<file path="src/rtl/acq_sync_pkg.sv">
// Shared codes for the acquisition sync generator.
package acq_sync_pkg;
    localparam logic [1:0] START_EVT    = 2'd0;
    localparam logic [1:0] START_NONE   = 2'd1;
    localparam logic [1:0] START_SCALER = 2'd2;

    localparam logic [1:0] TRIG_PRE   = 2'd0;
    localparam logic [1:0] TRIG_EXT   = 2'd1;
    localparam logic [1:0] TRIG_START = 2'd2;

    typedef enum logic [2:0] {
        ST_IDLE,
        ST_ARMED,
        ST_DELAY,
        ST_PULSE,
        ST_WAIT_TURN
    } seq_state_t;
endpackage

</file>
<file path="src/rtl/acq_ext_sync.sv">
// Two-flop synchroniser for the external trigger, followed by a rising-edge detector.
// Assumes ext_in is asynchronous to clk. rise is high for one cycle.
module acq_ext_sync (
    input  logic clk,
    input  logic rst_n,
    input  logic ext_in,
    output logic rise
);
    logic s1, s2, s3;

    // Shift the input through the synchroniser and keep the previous level.
    always_ff @(posedge clk) begin
        if (!rst_n) begin
            s1 <= 1'b0;
            s2 <= 1'b0;
            s3 <= 1'b0;
        end else begin
            s1 <= ext_in;
            s2 <= s1;
            s3 <= s2;
        end
    end

    assign rise = s2 & ~s3;
endmodule

</file>
<file path="src/rtl/acq_turn_scaler.sv">
// Turn scaler: loaded on demand and decremented by each turn marker.
// A marker that finds the count at zero is reported and reloads the count.
module acq_turn_scaler #(
    parameter int SCL_W = 8
) (
    input  logic             clk,
    input  logic             rst_n,
    input  logic             load,
    input  logic [SCL_W-1:0] load_val,
    input  logic             turn_mark,
    output logic             zero_hit
);
    logic [SCL_W-1:0] cnt;

    assign zero_hit = turn_mark && (cnt == '0);

    // Reload on load or on a zero hit; otherwise count turn markers down.
    always_ff @(posedge clk) begin
        if (!rst_n) begin
            cnt <= '0;
        end else if (load) begin
            cnt <= load_val;
        end else if (turn_mark) begin
            if (cnt == '0) cnt <= load_val;
            else           cnt <= cnt - 1'b1;
        end
    end
endmodule

</file>
<file path="src/rtl/acq_pretrig.sv">
// Pre-trigger counter. A start loads dly; fire is high in the cycle the count reaches zero,
// which is dly+1 cycles after the start. A new start restarts the count.
module acq_pretrig #(
    parameter int CNT_W = 16
) (
    input  logic             clk,
    input  logic             rst_n,
    input  logic             start,
    input  logic [CNT_W-1:0] dly,
    output logic             fire
);
    logic             busy;
    logic [CNT_W-1:0] cnt;

    assign fire = busy && (cnt == '0);

    // Load on start; otherwise count down while busy.
    always_ff @(posedge clk) begin
        if (!rst_n) begin
            busy <= 1'b0;
            cnt  <= '0;
        end else if (start) begin
            busy <= 1'b1;
            cnt  <= dly;
        end else if (busy) begin
            if (cnt == '0) busy <= 1'b0;
            else           cnt  <= cnt - 1'b1;
        end
    end
endmodule

</file>
<file path="src/rtl/acq_delay_seq.sv">
// Arm / delay / pulse sequencer. An accepted trigger (or, in repetitive mode, a turn
// marker) starts the delay timer. When the timer expires, a pulse PULSE_W cycles wide
// is driven. Single mode returns to idle after the pulse; repetitive mode waits for
// the next turn marker. Assumes trig and turn_mark are single-cycle pulses.
module acq_delay_seq
    import acq_sync_pkg::*;
#(
    parameter int CNT_W   = 16,
    parameter int PULSE_W = 3
) (
    input  logic             clk,
    input  logic             rst_n,
    input  logic             arm,
    input  logic             single_mode,
    input  logic             delay_en,
    input  logic [CNT_W-1:0] dly,
    input  logic             trig,
    input  logic             turn_mark,
    output logic             sync_out,
    output logic             irq_trig,
    output logic             irq_tc
);
    localparam int PW_W = $clog2(PULSE_W + 1);

    seq_state_t      state;
    logic [CNT_W-1:0] dcnt;
    logic [PW_W-1:0]  pcnt;
    logic             go_delay;
    logic             use_dly;

    // Decide whether the delay timer starts this cycle and whether it is used.
    always_comb begin
        go_delay = ((state == ST_ARMED) && trig) ||
                   ((state == ST_WAIT_TURN) && turn_mark);
        use_dly  = delay_en && (dly != '0);
    end

    // Sequencer state, counters and interrupt strobes.
    always_ff @(posedge clk) begin
        if (!rst_n) begin
            state    <= ST_IDLE;
            dcnt     <= '0;
            pcnt     <= '0;
            irq_trig <= 1'b0;
            irq_tc   <= 1'b0;
        end else begin
            irq_trig <= 1'b0;
            irq_tc   <= 1'b0;
            unique case (state)
                ST_IDLE: begin
                    if (arm) state <= ST_ARMED;
                end
                ST_ARMED, ST_WAIT_TURN: begin
                    if (go_delay) begin
                        irq_trig <= 1'b1;
                        if (use_dly) begin
                            state <= ST_DELAY;
                            dcnt  <= dly - 1'b1;
                        end else begin
                            state  <= ST_PULSE;
                            pcnt   <= PW_W'(PULSE_W - 1);
                            irq_tc <= delay_en;
                        end
                    end
                end
                ST_DELAY: begin
                    if (dcnt == '0) begin
                        state  <= ST_PULSE;
                        pcnt   <= PW_W'(PULSE_W - 1);
                        irq_tc <= 1'b1;
                    end else begin
                        dcnt <= dcnt - 1'b1;
                    end
                end
                ST_PULSE: begin
                    if (pcnt == '0) state <= single_mode ? ST_IDLE : ST_WAIT_TURN;
                    else            pcnt  <= pcnt - 1'b1;
                end
                default: state <= ST_IDLE;
            endcase
        end
    end

    assign sync_out = (state == ST_PULSE);
endmodule

</file>
<file path="src/rtl/acq_sync_gen.sv">
// Top of the acquisition sync generator. Selects the start source and the trigger
// source, then hands the trigger to the delay/pulse sequencer. Assumes event inputs
// are single-cycle pulses on clk; ext_trig may be asynchronous.
module acq_sync_gen
    import acq_sync_pkg::*;
#(
    parameter int CNT_W   = 16,
    parameter int SCL_W   = 8,
    parameter int PULSE_W = 3
) (
    input  logic             clk,
    input  logic             rst_n,
    input  logic             turn_mark,
    input  logic             start_match,
    input  logic             ext_trig,
    input  logic             arm,
    input  logic [1:0]       start_sel,
    input  logic [1:0]       trig_sel,
    input  logic             single_mode,
    input  logic             pretrig_en,
    input  logic             delay_en,
    input  logic [CNT_W-1:0] pretrig_dly,
    input  logic [CNT_W-1:0] acq_dly,
    input  logic [SCL_W-1:0] turn_scale,
    output logic             sync_out,
    output logic             irq_dly_trig,
    output logic             irq_dly_tc
);
    logic scl_zero, ext_rise, pre_fire, pre_start;
    logic start_evt, trig;

    acq_turn_scaler #(.SCL_W(SCL_W)) u_scaler (
        .clk(clk), .rst_n(rst_n), .load(arm), .load_val(turn_scale),
        .turn_mark(turn_mark), .zero_hit(scl_zero)
    );

    acq_ext_sync u_ext (
        .clk(clk), .rst_n(rst_n), .ext_in(ext_trig), .rise(ext_rise)
    );

    acq_pretrig #(.CNT_W(CNT_W)) u_pretrig (
        .clk(clk), .rst_n(rst_n), .start(pre_start), .dly(pretrig_dly), .fire(pre_fire)
    );

    // Choose the start event and the trigger from the two select fields.
    always_comb begin
        unique case (start_sel)
            START_EVT:    start_evt = start_match;
            START_SCALER: start_evt = scl_zero;
            default:      start_evt = 1'b0;
        endcase
        pre_start = start_evt && (trig_sel == TRIG_PRE) && pretrig_en;
        unique case (trig_sel)
            TRIG_PRE:   trig = pretrig_en ? pre_fire : start_evt;
            TRIG_EXT:   trig = ext_rise;
            TRIG_START: trig = start_evt;
            default:    trig = 1'b0;
        endcase
    end

    acq_delay_seq #(.CNT_W(CNT_W), .PULSE_W(PULSE_W)) u_seq (
        .clk(clk), .rst_n(rst_n), .arm(arm), .single_mode(single_mode),
        .delay_en(delay_en), .dly(acq_dly), .trig(trig), .turn_mark(turn_mark),
        .sync_out(sync_out), .irq_trig(irq_dly_trig), .irq_tc(irq_dly_tc)
    );
endmodule

</file>
<file path="config.mk">
export PLATFORM = sky130hd
export DESIGN_NAME = acq_sync_gen
export DESIGN_NICKNAME = d
export VERILOG_FILES = /design/src/rtl/acq_sync_pkg.sv /design/src/rtl/acq_ext_sync.sv /design/src/rtl/acq_turn_scaler.sv /design/src/rtl/acq_pretrig.sv /design/src/rtl/acq_delay_seq.sv /design/src/rtl/acq_sync_gen.sv
export SDC_FILE = /design/constraint.sdc
export NUM_CORES = 1
export LEC_CHECK = 0
export BUFFER_PORTS_ARGS = -buffer_cell sky130_fd_sc_hd__buf_2
export CORE_MARGIN = 2
export CORE_UTILIZATION = 35
export DETAILED_ROUTE_END_ITERATION = 10
export SETUP_SLACK_MARGIN = 0.15
export SLEW_MARGIN = 5
export SYNTH_ARGS = -nofsm -noshare
export SYNTH_HDL_FRONTEND = slang
export SYNTH_SLANG_ARGS = --single-unit
</file>
<file path="constraint.sdc">
create_clock -name clk -period 3.9 [get_ports clk]
set_input_delay 0.585 -clock clk [delete_from_list [all_inputs] [get_ports clk]]
set_output_delay 0.585 -clock clk [all_outputs]
set_load 0.02 [all_outputs]
</file>
# --- Yosys cells after proc, flatten, opt, wreduce, memory -nomap -nowiden ---
# Index checks and enable logic that the tools add are counted.
word_totals:
  register_bits: 51
  input_bits: 53
  wordCells: 93
classes:
  addsub: 5
  eq_ne: 16
  mux: 33
  bitwise: 2
  n_reduce_logical: 26
ops:
  columns: ["cell", "count"]
  rows:
  - ["two-way mux 16 bit", 6]
  - ["subtractor 16 x 1 -> 16 bit, second input constant", 3]
  - ["zero test 16 bit", 2]
  - ["case mux 16 bit (2 select lines)", 1]
  - ["two-way mux 8 bit", 3]
  - ["nonzero test 16 bit", 1]
  - ["two-way mux 3 bit", 5]
  - ["case mux 3 bit (4 select lines)", 1]
  - ["!= test 2 bit, second input constant", 5]
  - ["two-way mux 1 bit", 9]
  - ["zero test 8 bit", 1]
  - ["two-way mux 2 bit", 4]
  - ["!= test 2 x 1 -> 1 bit, second input constant", 4]
  - ["AND reduction 4 bit", 2]
  - ["subtractor 8 x 1 -> 8 bit, second input constant", 1]
  - ["logical AND 1 bit", 7]
  - ["equality test 3 x 2 -> 1 bit, second input constant", 2]
  - ["zero test 2 bit", 3]
  - ["case mux 2 bit (3 select lines)", 1]
  - ["nonzero test 2 bit", 3]
  - ["AND reduction 5 bit", 1]
  - ["equality test 2 bit, second input constant", 2]
  - ["case mux 1 bit (2 select lines)", 2]
  - ["AND reduction 2 bit", 2]
  - ["11 further kinds", 11]

# --- Longest topological paths before layout ---
logic_depth:
  word_depth: 9
  mapped_depth: 12

# --- Cells and area by module ---
# A second synthesis with hierarchy kept.
hier_totals:
  hier_cells: 473
  area_unflattened_um2: 3707.3
modules_own_cells:
  columns: ["module", "instances", "cells_per_inst", "area_each_um2", "seq_area_each_um2"]
  rows:
  - ["acq_delay_seq", 1, 254, 1878.1, 460.4]
  - ["acq_pretrig", 1, 136, 1096.1, 340.3]
  - ["acq_turn_scaler", 1, 69, 585.6, 160.2]
  - ["acq_ext_sync", 1, 7, 92.6, 60.1]
  - ["acq_sync_gen", 1, 7, 55.1, 0.0]

# --- Worst setup path after synthesis ---
# Ideal clock, no wire load.
synth_path:
  path_type: "reg2reg"
  from: "register u_seq.state[0]"
  to: "register u_seq.dcnt[14]"
  setup_time_ns: 0.133
  arrival_time_ns: 2.845
  required_ns: 3.767
  slack_ns: 0.922
  path_stages_with_launch: 13
  n_path_buf: 4
  period_less_slack_ns: 2.978
  cell_sequence: "dfxtp_1 > clkbuf_1 > or3b_2 > clkbuf_1 > clkbuf_1 > buf_1 > mux2i_1 > ha_1 > o211a_1 > and2_1 > nor2_1 > o21ai_0 > a31oi_1"
synth_via:
  elab_chain_cells: 5
  word_cells_on_any_way: 13
  classes_between: "eq/ne (6); mux (1); reduce/logical (6)"
synth_rtl:
  columns: ["item", "line", "text"]
  rows:
  - ["start, declared", "acq_delay_seq.sv:25", "seq_state_t state;"]
  - ["start signal, assigned", "acq_delay_seq.sv:76", "if (pcnt == '0) state <= single_mode ? ST_IDLE : ST_WAIT_TURN;"]
  - ["equality test 3 x 1 -> 1 bit / equality test 3 bit (equally long branches)", "acq_delay_seq.sv:33, acq_delay_seq.sv:49, acq_delay_seq.sv:34", null]
  - ["logical AND 1 bit, on equally long branches", "acq_delay_seq.sv:33, acq_delay_seq.sv:34", null]
  - ["logical OR 1 bit", "acq_delay_seq.sv:33", "go_delay = ((state == ST_ARMED) && trig) ||"]
  - ["!= test 2 x 1 -> 1 bit (no line)", null, null]
  - ["AND reduction 4 bit (no line)", null, null]
  - ["end signal, assigned", "acq_delay_seq.sv:58", "dcnt <= dly - 1'b1;"]
  - ["end signal, assigned", "acq_delay_seq.sv:72", "dcnt <= dcnt - 1'b1;"]
  - ["end, declared", "acq_delay_seq.sv:26", "logic [CNT_W-1:0] dcnt;"]
# Parallel ways exist; a longest one is shown, timed or not.
# A chain may end at the register's enable or synchronous reset.

# --- Worst setup path after layout ---
layout_path:
  from: "register u_pretrig.cnt[2]"
  to: "register u_seq.dcnt[8]"
layout_via:
  elab_chain_cells: 8
layout_rtl:
  columns: ["item", "line", "text"]
  rows:
  - ["start, declared", "acq_pretrig.sv:13", "logic [CNT_W-1:0] cnt;"]
  - ["start signal, assigned", "acq_pretrig.sv:24", "cnt <= dly;"]
  - ["start signal, assigned", "acq_pretrig.sv:27", "else cnt <= cnt - 1'b1;"]
  - ["zero test 16 bit", "acq_pretrig.sv:15", "assign fire = busy && (cnt == '0);"]
  - ["logical AND 1 bit", "acq_pretrig.sv:15", null]
  - ["two-way mux 1 bit", "acq_sync_gen.sv:54", "TRIG_PRE: trig = pretrig_en ? pre_fire : start_evt;"]
  - ["case mux 1 bit (3 select lines)", "acq_sync_gen.sv:53", "unique case (trig_sel)"]
  - ["logical AND 1 bit", "acq_delay_seq.sv:33", null]
  - ["logical OR 1 bit", "acq_delay_seq.sv:33", null]
  - ["!= test 2 x 1 -> 1 bit (no line)", null, null]
  - ["AND reduction 4 bit (no line)", null, null]
# No other way between the ends.

==> impl_metrics.ini <==
[cts]
postCtsSetupRepairBufs = 0
clockBufferDepth = 2
path_clk_slew_ns = 0.11
h-tree-depth = 2
cts-root-buf = clkbuf_8
cts.sink_count = 51
cts_tree = done
cts-buffers-inserted = 5
clock_latency_ns = 0.31
cts_resized = 0
holdBufCountCts = 0

[finish]
diodes = 0
final_layout_size_suffix_gt1_share_pct = 17.0
fin_nets = 534
fin_cells = 588
fin_util_pct = 40.8
syn2layout_area_growth_pct = 13.9
fill_cells = 970

[drt]
wl_um = 8440
wl_per_cell_um = 14.4
ant_nets = 0
drt-initial-drc-count = 127
drtPass1Iterations = 4
viasPerCell = 5.69
drcViolationCount = 0
num_vias = 3346

[critical_path]
crit_type = reg2reg
crit_required_ns = 4.13
crit_fanout = 15
path_cells = nor4_1 > and3_1 > a41oi_1 > o31a_1 > or2_1 > or3_1 > a31oi_1
end_kind = flop
crit_path_top_delay_cell = nor4_1
worst_setup_path_start_kind = flop
crit_arrival_ns = 3.24
reg2reg_slack_ns = 0.89
slowest_delay_ns = 0.60

[grt]
grt_pass1_vias = 3203
grt_pass1_wl_um = 14500
grt_usage_pct = 17.1
grt_max_degree = 38
grt_antenna_before_repair = 0
overflow = 0

[timing]
tightest_slew_ns = 0.949
timing.fmax_ghz = 0.332
fin_skew_ns = 0.00972
tns_ns = 0
final_hold_viol_count = 0
period_minus_slack_ns = 3.01
post-route-period-util_pct = 77.1
drv_slew = 0
setup_viol = 0
final.setup.worst_slack_ns = 0.892
slew_headroom_pct = 36.6
rsz0062_at_grt = no

[floorplanning]
ios = 56
die_h_um = 101
die_w_um = 101
dieArea_um2 = 10200
core_area_um2 = 9200
initial_core_util_pct = 35.9
row_count = 35

[placed_design]
dpl_worst_slack_ns = 0.663
numPortBuffers = 55
dp.cells = 580
gp_congestion = 0.834
dp_hpwl_um = 6060

[yosys]
syn_nets = 487
synth_area_per_cell_um2 = 7.69
ys_types = 72
synth_warnings = 0
ys_seq_elements = 51
yosysSeqAreaShare_pct = 31.0
synthFlopType = dfxtp_1
synth_edf_count = 0
netlist_area_um2 = 3300
async_flop_share_pct = 0
netlist_instances = 429

[power_and_ir_drop]
power_density_nw_per_um2 = 336
p_total_uw = 1260
leakage_uw = 0.00147
peakVddDrop_mv = 0.161

[flow_run]
cap_violations = 0

[worst_hold_path]
hp-class = reg2reg

[run_status]
outcome = finished, final reports clean
path summary, 6_finish.rpt:
kind                     from            end  depth (start not counted)
max          u_pretrig.cnt[2]  u_seq.dcnt[8]                          7
min                  u_ext.s1       u_ext.s2                          1
max reg2reg  u_pretrig.cnt[2]  u_seq.dcnt[8]                          7
min reg2reg          u_ext.s1       u_ext.s2                          1
placed cells by master (no fill, tap or decap), drive strengths merged, types with 12 or more instances in the layout:
cell type / count
nor2: 53
dfxtp: 51
o21ai: 31
nand2: 35
nor3: 20
buf: 60
inv: 21
xnor2: 12
a21oi: 28
a211oi: 14
critical path: cells and delay by family, from the launching register on:
kind / cells / cell delay [ns]
simple gates: 4 / 1.80
flops: 1 / 0.36
compound gates: 3 / 0.76
stage by stage:
step | hold slack [ns] | area [um2]
2_1_floorplan | 0.412 | 3300
3_3_place_gp | 0.421 | 3660
3_5_place_dp | 0.429 | 3660
4_1_cts | 0.456 | 3760
5_1_grt | 0.481 | 3760
6_report | 0.448 | 3760
logic make-up after synthesis:
kind of cell,after synthesis,share of synthesized area (%)
AND/OR/NAND/NOR,179,28.3
AO/OA/AOI/OAI,128,26.5
flip-flops,51,31.0
buffers and inverters,39,4.86
XOR/XNOR,20,5.31
multiplexers,7,2.20
adder cells (fa/ha/maj),5,1.90
report_power, final:
group          internal, uW  total, uW  leakage, uW  switching, uW
registers               557        596     0.000416           39.8
logic                   138        336      0.00101            198
clock network           133        331    0.0000491            199
total                   827       1260      0.00147            437
state kept, by name (all words and copies together) (netlist names):
| signal | cells |
|---|---|
| u_pretrig.busy | 1 |
| u_seq.dcnt | 16 |
| u_pretrig.cnt | 16 |
| u_ext.s1 | 1 |
| u_seq.irq_trig | 1 |
| u_ext.s2 | 1 |
| u_seq.state | 3 |
| u_ext.s3 | 1 |
| u_scaler.cnt | 8 |
| u_seq.irq_tc | 1 |
| u_seq.pcnt | 2 |
per-layer routing:
metal  routed length, um  global-route usage [%]
met3                 374                    3.26
met4                 149                    5.93
met5                   0                       0
met2                3990                    28.3
met1                3930                    22.3
area by class of cell:
type | count | area, um2 | share of cell area [%]
Clock buffer | 5 | 68.8 | 1.83
Multi-Input combinational cell | 339 | 2120 | 56.4
Timing Repair Buffer | 60 | 313 | 8.33
Inverter | 19 | 71.3 | 1.90
Sequential cell | 51 | 1020 | 27.2
Tap cell | 111 | 139 | 3.70
Clock inverter | 3 | 26.3 | 0.700
synthesized netlist by cell type (all sizes together) (6+ instances only):
master    n  area (um2)
a211oi   14         105
a21oi    28         140
a31oi     8        50.1
and2      7        43.8
clkbuf   15        56.3
dfxtp    51        1020
inv      19        71.3
nand2    35         131
nand4     6        37.5
nor2     53         201
nor3     20         100
nor4     11        83.8
o2111ai   6        52.6
o21a      6        45.0
o21ai    31         155
or3       7        43.8
or4       9        67.6
xnor2    12         105
xor2      8        70.1
(Power assumes the default switching activity.)
